**src/rtl/dfaPrefixPkg.sv**
```systemverilog
package dfaPrefixPkg;
  typedef logic [1:0] stateT;
  typedef logic [3:0][1:0] funcT;

  typedef struct packed {
    logic capture;
    logic clear;
  } ctrlStrobeT;

  // later applied after earlier: result[s] = later[earlier[s]]
  function automatic funcT composeFn(funcT later, funcT earlier);
    funcT res;
    for (int s = 0; s < 4; s++) res[s] = later[earlier[s]];
    return res;
  endfunction
endpackage

```
**src/rtl/dfaSymbolMap.sv**
```systemverilog
module dfaSymbolMap #(
  parameter int N = 8
) (
  input  logic [N-1:0]               symbols,
  input  dfaPrefixPkg::funcT         tableZero,
  input  dfaPrefixPkg::funcT         tableOne,
  output dfaPrefixPkg::funcT [N-1:0] leafFn
);
  for (genvar i = 0; i < N; i++) begin : g_leaf
    assign leafFn[i] = symbols[i] ? tableOne : tableZero;
  end
endmodule

```
**src/rtl/dfaPrefixTree.sv**
```systemverilog
module dfaPrefixTree #(
  parameter int N = 8
) (
  input  dfaPrefixPkg::funcT [N-1:0] leafFn,
  output dfaPrefixPkg::funcT [N-1:0] prefixFn
);
  import dfaPrefixPkg::*;
  localparam int LEVELS = $clog2(N);

  funcT stage [LEVELS+1][N];

  for (genvar i = 0; i < N; i++) begin : g_in
    assign stage[0][i] = leafFn[i];
  end

  for (genvar lv = 0; lv < LEVELS; lv++) begin : g_level
    localparam int DIST = 1 << lv;
    for (genvar i = 0; i < N; i++) begin : g_node
      if (i >= DIST) begin : g_merge
        assign stage[lv+1][i] = composeFn(stage[lv][i], stage[lv][i-DIST]);
      end else begin : g_pass
        assign stage[lv+1][i] = stage[lv][i];
      end
    end
  end

  for (genvar i = 0; i < N; i++) begin : g_out
    assign prefixFn[i] = stage[LEVELS][i];
  end
endmodule

```
**src/rtl/dfaControl.sv**
```systemverilog
module dfaControl (
  input  logic                     clk,
  input  logic                     rstN,
  output dfaPrefixPkg::ctrlStrobeT strobe
);
  logic runReg;

  always_ff @(posedge clk or negedge rstN) begin
    if (!rstN) runReg <= 1'b0;
    else       runReg <= 1'b1;
  end

  assign strobe.capture = runReg;
  assign strobe.clear   = !runReg;
endmodule

```
**src/rtl/dfaDatapath.sv**
```systemverilog
module dfaDatapath #(
  parameter int N       = 8,
  parameter bit REG_OUT = 1'b1
) (
  input  logic                     clk,
  input  logic                     rstN,
  input  dfaPrefixPkg::ctrlStrobeT strobe,
  input  logic [N-1:0]             symbols,
  input  logic [1:0]               startState,
  input  logic [7:0]               tableZero,
  input  logic [7:0]               tableOne,
  output logic [2*N-1:0]           prefixStates
);
  import dfaPrefixPkg::*;

  funcT tabZ, tabO;
  funcT [N-1:0] leafFn;
  funcT [N-1:0] prefixFn;
  logic [2*N-1:0] combVec;

  assign tabZ = tableZero;
  assign tabO = tableOne;

  dfaSymbolMap #(.N(N)) u_map (
    .symbols (symbols),
    .tableZero(tabZ),
    .tableOne (tabO),
    .leafFn  (leafFn)
  );

  dfaPrefixTree #(.N(N)) u_tree (
    .leafFn  (leafFn),
    .prefixFn(prefixFn)
  );

  for (genvar i = 0; i < N; i++) begin : g_apply
    assign combVec[2*i +: 2] = prefixFn[i][startState];

    if (i == 0) begin : g_first
      a_r2_first_entry: assert property (@(posedge clk) disable iff (!rstN)
        combVec[1:0] == (symbols[0] ? tabO[startState] : tabZ[startState]));
    end else begin : g_chain
      a_r3_chain: assert property (@(posedge clk) disable iff (!rstN)
        combVec[2*i +: 2] == (symbols[i] ? tabO[combVec[2*i-2 +: 2]]
                                         : tabZ[combVec[2*i-2 +: 2]]));
    end
  end

  if (REG_OUT) begin : g_reg
    logic [2*N-1:0] outReg;
    always_ff @(posedge clk or negedge rstN) begin
      if (!rstN)              outReg <= '0;
      else if (strobe.clear)  outReg <= '0;
      else if (strobe.capture) outReg <= combVec;
    end
    assign prefixStates = outReg;

    a_r5_cleared_after_release: assert property (@(posedge clk) disable iff (!rstN)
      !$past(rstN) |-> outReg == '0);
    a_r6_capture: assert property (@(posedge clk) disable iff (!rstN)
      $past(strobe.capture) |-> outReg == $past(combVec));
  end else begin : g_comb
    assign prefixStates = combVec;
  end
endmodule

```
**src/rtl/dfaPrefixEval.sv**
```systemverilog
module dfaPrefixEval #(
  parameter int N       = 8,
  parameter bit REG_OUT = 1'b1
) (
  input  logic           clk,
  input  logic           rstN,
  input  logic [N-1:0]   symbols,
  input  logic [1:0]     startState,
  input  logic [7:0]     tableZero,
  input  logic [7:0]     tableOne,
  output logic [2*N-1:0] prefixStates
);
  dfaPrefixPkg::ctrlStrobeT strobe;

  initial begin
    if (N < 2 || (N & (N - 1)) != 0)
      $error("N must be a power of two of at least 2");
  end

  dfaControl u_ctrl (
    .clk   (clk),
    .rstN  (rstN),
    .strobe(strobe)
  );

  dfaDatapath #(.N(N), .REG_OUT(REG_OUT)) u_dp (
    .clk         (clk),
    .rstN        (rstN),
    .strobe      (strobe),
    .symbols     (symbols),
    .startState  (startState),
    .tableZero   (tableZero),
    .tableOne    (tableOne),
    .prefixStates(prefixStates)
  );
endmodule

```
**config.mk**
```make
export PLATFORM = sky130hd
export DESIGN_NAME = dfaPrefixEval
export DESIGN_NICKNAME = d
export VERILOG_FILES = /design/src/rtl/dfaPrefixPkg.sv /design/src/rtl/dfaSymbolMap.sv /design/src/rtl/dfaPrefixTree.sv /design/src/rtl/dfaControl.sv /design/src/rtl/dfaDatapath.sv /design/src/rtl/dfaPrefixEval.sv
export SDC_FILE = /design/constraint.sdc
export NUM_CORES = 1
export LEC_CHECK = 0
export CORE_AREA = 4 4 127 129
export CTS_BUF_LIST = sky130_fd_sc_hd__clkbuf_8 sky130_fd_sc_hd__clkbuf_16
export CTS_CLUSTER_DIAMETER = 30
export DETAILED_ROUTE_END_ITERATION = 10
export DIE_AREA = 0 0 131 133
export PLACE_DENSITY = 0.7
export REMOVE_ABC_BUFFERS = 1
export SYNTH_ARGS = -nofsm -noshare
export SYNTH_HDL_FRONTEND = slang
export SYNTH_SLANG_ARGS = --single-unit
```
**constraint.sdc**
```tcl
create_clock -name clk -period 3.3 [get_ports clk]
set_input_delay 0.99 -clock clk [delete_from_list [all_inputs] [get_ports clk]]
set_output_delay 0.99 -clock clk [all_outputs]
set_load 0.01 [all_outputs]
```
# == Word level (Yosys, flattened, before mapping) ==
# Cells that the tools add are included.
# word_totals
ff_bits,17
input_bits,28
output_inout_bits,16
wordCells,220
# op_classes
order_cmp,57
mux,161
# op_table
operator,n
$bmux 2 s2,76
$lt 2x3->1 const B,57
$mux 2,76
$mux 8,8
$mux 16,1

# == Longest topological paths before layout ==
# depth
ltp_word,10
mapped_depth,11
depth_no_buf,9

# == Cells and area by module ==
# A second synthesis with hierarchy kept.
# unflattened
cells_unflattened,316
hier_area_um2,5715.5
# modules_own_cells
module,instances,cells_per_inst,area_each_um2,seq_area_each_um2
dfaPrefixTree,1,148,3479.6,0.0
dfaDatapath,1,92,1144.8,400.4
dfaSymbolMap,1,72,1051.0,0.0
dfaControl,1,4,40.0,25.0

# == Worst setup path before layout ==
# No wires, ideal clock.
# synth_path
path_type,in2reg
from,input port symbols[4]
to,"register u_dp.g_reg.outReg[11], in the netlist u_dp.prefixStates[11]"
setup_time_ps,125
arrival_time_ps,3193
required_time_ps,3175
path_slack_ps,-19
cell_stages,10
path_buffers,1
cell_sequence,buf_4 -> mux2i_2 -> mux2_2 -> mux2i_2 -> mux2i_1 -> mux2_2 -> mux2i_1 -> mux2i_1 -> mux2i_1 -> o21ai_1
# synth_between
elab_chain_cells,10
elab_cells_between_ends,28
cone_classes,mux (28)
# synth_rtl
element,line_no,source
"start, declared",dfaPrefixEval.sv:7,"input logic [N-1:0] symbols,"
$mux 8 *,dfaSymbolMap.sv:10,assign leafFn[i] = symbols[i] ? tableOne : tableZero;
$bmux 2 s2,dfaPrefixPkg.sv:13,for (int s = 0; s < 4; s++) res[s] = later[earlier[s]];
$mux 2 (implied by the code),dfaPrefixPkg.sv:13,
$bmux 2 s2,dfaPrefixPkg.sv:13,
$mux 2 (implied by the code),dfaPrefixPkg.sv:13,
$bmux 2 s2,dfaPrefixPkg.sv:13,
$mux 2 (implied by the code),dfaPrefixPkg.sv:13,
$bmux 2 s2 *,dfaDatapath.sv:37,assign combVec[2*i +: 2] = prefixFn[i][startState];
$mux 2 (implied by the code) *,dfaDatapath.sv:37,
$mux 16 *,dfaDatapath.sv:53,else if (strobe.clear) outReg <= '0;
"end signal, assigned",dfaDatapath.sv:54,else if (strobe.capture) outReg <= combVec;
"end, declared",dfaDatapath.sv:50,logic [2*N-1:0] outReg;
# Every way passes the cells marked *; elsewhere a longest branch is shown, timed or not. The select of a mux whose other input is x is not followed.

# == Worst setup path after layout ==
# layout_path
from,input port symbols[3]
to,"register u_dp.g_reg.outReg[14], in the netlist u_dp.prefixStates[14]"
# The elaborated chain is that of the path after synthesis.

==> flow_summary.json <==
{
  "syn_inst": 632,
  "avgSynthCellArea_um2": 10.5,
  "crit_path_cell_trace": "buf_2, buf_12, mux2i_4, buf_4, mux2i_1, mux2i_2, buf_4, mux2i_1, mux2i_4, buf_4, mux2i_1, a32oi_1, nand2_1, o22ai_1",
  "ys_types": 45,
  "grt-ovfl-total": 0,
  "drive_above_1_share": 0.586,
  "finalSetupViolCount": 2,
  "grt_max_degree": 34,
  "row_count": 45,
  "fin_nets": 963,
  "first_pass_iters": 5,
  "cp_num_buf_inv": 5,
  "synth_area_leaders": "mux2i_1, mux2i_4, mux2_2",
  "rr_worst_depth": 5,
  "dieHeight_um": 133,
  "power.density_nw_per_um2": 362,
  "cts_num_sinks": 17,
  "syn_area_um2": 6620,
  "io_pins": 44,
  "finalHoldViolCount": 0,
  "cts-buffers-inserted": 3,
  "async_flop_share": 1.00,
  "area_growth_pct": 57.8,
  "endpoint_kind": "flip-flop",
  "path_clk_slew_ns": 0.05,
  "total_leakage_power_uw": 0.00467,
  "cp_max_fo": 8,
  "start_util": 0.440,
  "period_minus_slack_ns": 3.37,
  "peakVddDrop_mv": 0.285,
  "finalWirelength_um": 26100,
  "synthFlopType": "dfrtp_1",
  "dp_hpwl_um": 17800,
  "cts_root_buf": "clkbuf_16",
  "maxCapViolCount": 0,
  "diodes": 0,
  "gp_congestion": 1.02,
  "grt_usage": 0.261,
  "maxSlewHeadroom": 0.486,
  "hold_ws_ns": 0.726,
  "worst-slew-pin-transition_ns": 0.769,
  "yosys.area.top_type": "mux2i_1",
  "route.detailed.drc": 0,
  "synthTopCellsByCount": "mux2i_1, mux2_2, mux2i_4, mux2i_2, buf_2",
  "regArea_um2": 425,
  "grt_pass1_vias": 6939,
  "viasPerCell": 6.21,
  "die_area_um2": 17400,
  "fillers": 990,
  "min_period_over_period": 1.02,
  "whs_path_depth": 2,
  "cpLargestDelayFamily": "multiplexers",
  "hold_class": "reg -> reg",
  "synth_edf_count": 0,
  "port-buffer-count": 43,
  "multi_input_area_um2": 6630,
  "fp.dieW_um": 131,
  "yosys_warnings": 0,
  "violations": "setup timing",
  "clk_path_buf_depth": 2,
  "cp-start-kind": "primary input",
  "clk_latency_ns": 0.25,
  "core_um2": 15000,
  "hold_path_end": "u_dp.prefixStates[9]",
  "drtIter0Drc": 584,
  "post_drt_wl_per_cell_um": 23.3,
  "worst-setup-path-type": "in -> reg",
  "crit_slowest_cell": "mux2i_4",
  "synth_top_area_frac": 0.440,
  "grt_pass1_wl_um": 36900,
  "critPathArrivalTime_ns": 3.50,
  "antenna_left": 0,
  "r2r_end": "u_dp.prefixStates[10]",
  "fmax_mhz": 297,
  "htree_levels": 1,
  "slew_violations": 0,
  "synthMostInstantiatedCell": "mux2i_1",
  "setup_slack_ns": -0.0654,
  "ys_seq_elements": 17,
  "hp-start": "u_ctrl.runReg",
  "cp.required_ns": 3.43,
  "hold_buffers": 0,
  "post-route-util": 0.694,
  "vias": 6966,
  "outcome": "finished, violations left",
  "reg2reg_from": "u_ctrl.runReg",
  "reg2reg_slack_ns": 1.63,
  "critPathMaxStageDelay_ns": 0.34,
  "cts_tree": "yes",
  "fin_skew_ns": 0.00150,
  "synth.yosys.seq_area_share": 0.0643,
  "antenna_found_initial": 0
}
layout by cell type, fill, tap and decap left out, drive strengths merged, types with 5 or more instances in the layout:
master,netlist,layout
a211oi,7,7
a21oi,19,19
a221o,5,5
a221oi,8,8
a31oi,5,5
buf,31,299
clkbuf,10,18
clkdlybuf4s50,0,20
dfrtp,17,17
mux2,47,47
mux2i,362,362
mux4,7,7
nand2,14,14
nand2b,5,5
nand3,9,9
nor2,20,20
nor2b,15,15
nor3,9,9
o22ai,16,16
kinds of logic after synthesis:
kind of cell           synth area share
muxes                             0.745
buffers and inverters            0.0352
and+or+nand+nor                  0.0609
AOI/OAI and AO/OA                0.0936
DFF                              0.0643
other                          0.000567
stage by stage:
step | total power, uW | TNS (ns) | instance area [um2] | std cells | worst slack, ns
detailed placement | 2940 | -7.50 | 8970 | 1049 | -0.740
global route | 3950 | -0.493 | 10400 | 1122 | -0.0942
CTS | 3430 | 0 | 9770 | 1084 | 0.00354
finish | 3780 | -0.0955 | 10400 | 1122 | -0.0654
floorplan | 1850 | -0.188 | 6390 | 591 | -0.0973
global placement | 2850 | -6.76 | 8970 | 1049 | -0.640
timing repair:
action / 4_1_cts / 5_1_grt
endpoints found under the setup margin: 13 / 12
setup buffers: 31 / 42
pin swaps: 5 / 10
resized for setup: 132 / 115
cloned: 1 / 0
worst reg2reg max path, cell delays in order, from the launching register on:
cell and delay, ns:
dfrtp_1 0.55, nand2_1 0.36, a311oi_1 0.33, buf_4 0.17
a21oi_1 0.03, a21oi_1 0.16
how the worst max path moves through the flow:
| stage | start | end | slack (ns) | cells after the start |
|---|---|---|---|---|
| final | symbols[3] | u_dp.prefixStates[14] | -0.07 | 14 |
| after global routing | symbols[4] | u_dp.prefixStates[11] | -0.09 | 14 |
| after detailed placement | symbols[1] | u_dp.prefixStates[15] | -0.74 | 11 |
| after floorplan | symbols[2] | u_dp.prefixStates[9] | -0.1 | 9 |
| after CTS | symbols[6] | u_dp.prefixStates[13] | 0.004 | 12 |
| after global placement | symbols[1] | u_dp.prefixStates[14] | -0.64 | 11 |
flip-flops by register name, summed over array words and instances (netlist names):
| name | cells |
|---|---|
| u_dp.prefixStates | 16 |
| u_ctrl.runReg | 1 |
layout make-up:
type	count	share of cell area
tap	188	0.0225
multi-input combinational	572	0.635
inverter	2	0.000719
timing repair buffer	339	0.293
sequential	17	0.0408
clock inverter	1	0.000719
clock buffer	3	0.00719
report_power, final:
group	total (uW)	internal, uW	switching [uW]
clock	248	164	84.8
sequential	260	246	13.7
combinational	3270	1710	1560
total	3780	2120	1660
routing by layer:
layer	vias to the layer above	global-route usage	part of all wire
li1	3098	-	-
met1	3472	0.333	0.41
met2	303	0.466	0.50
met3	93	0.0335	0.048
met4	0	0.0566	0.041
met5	-	0	0
Power figures use the tool's default switching activity.
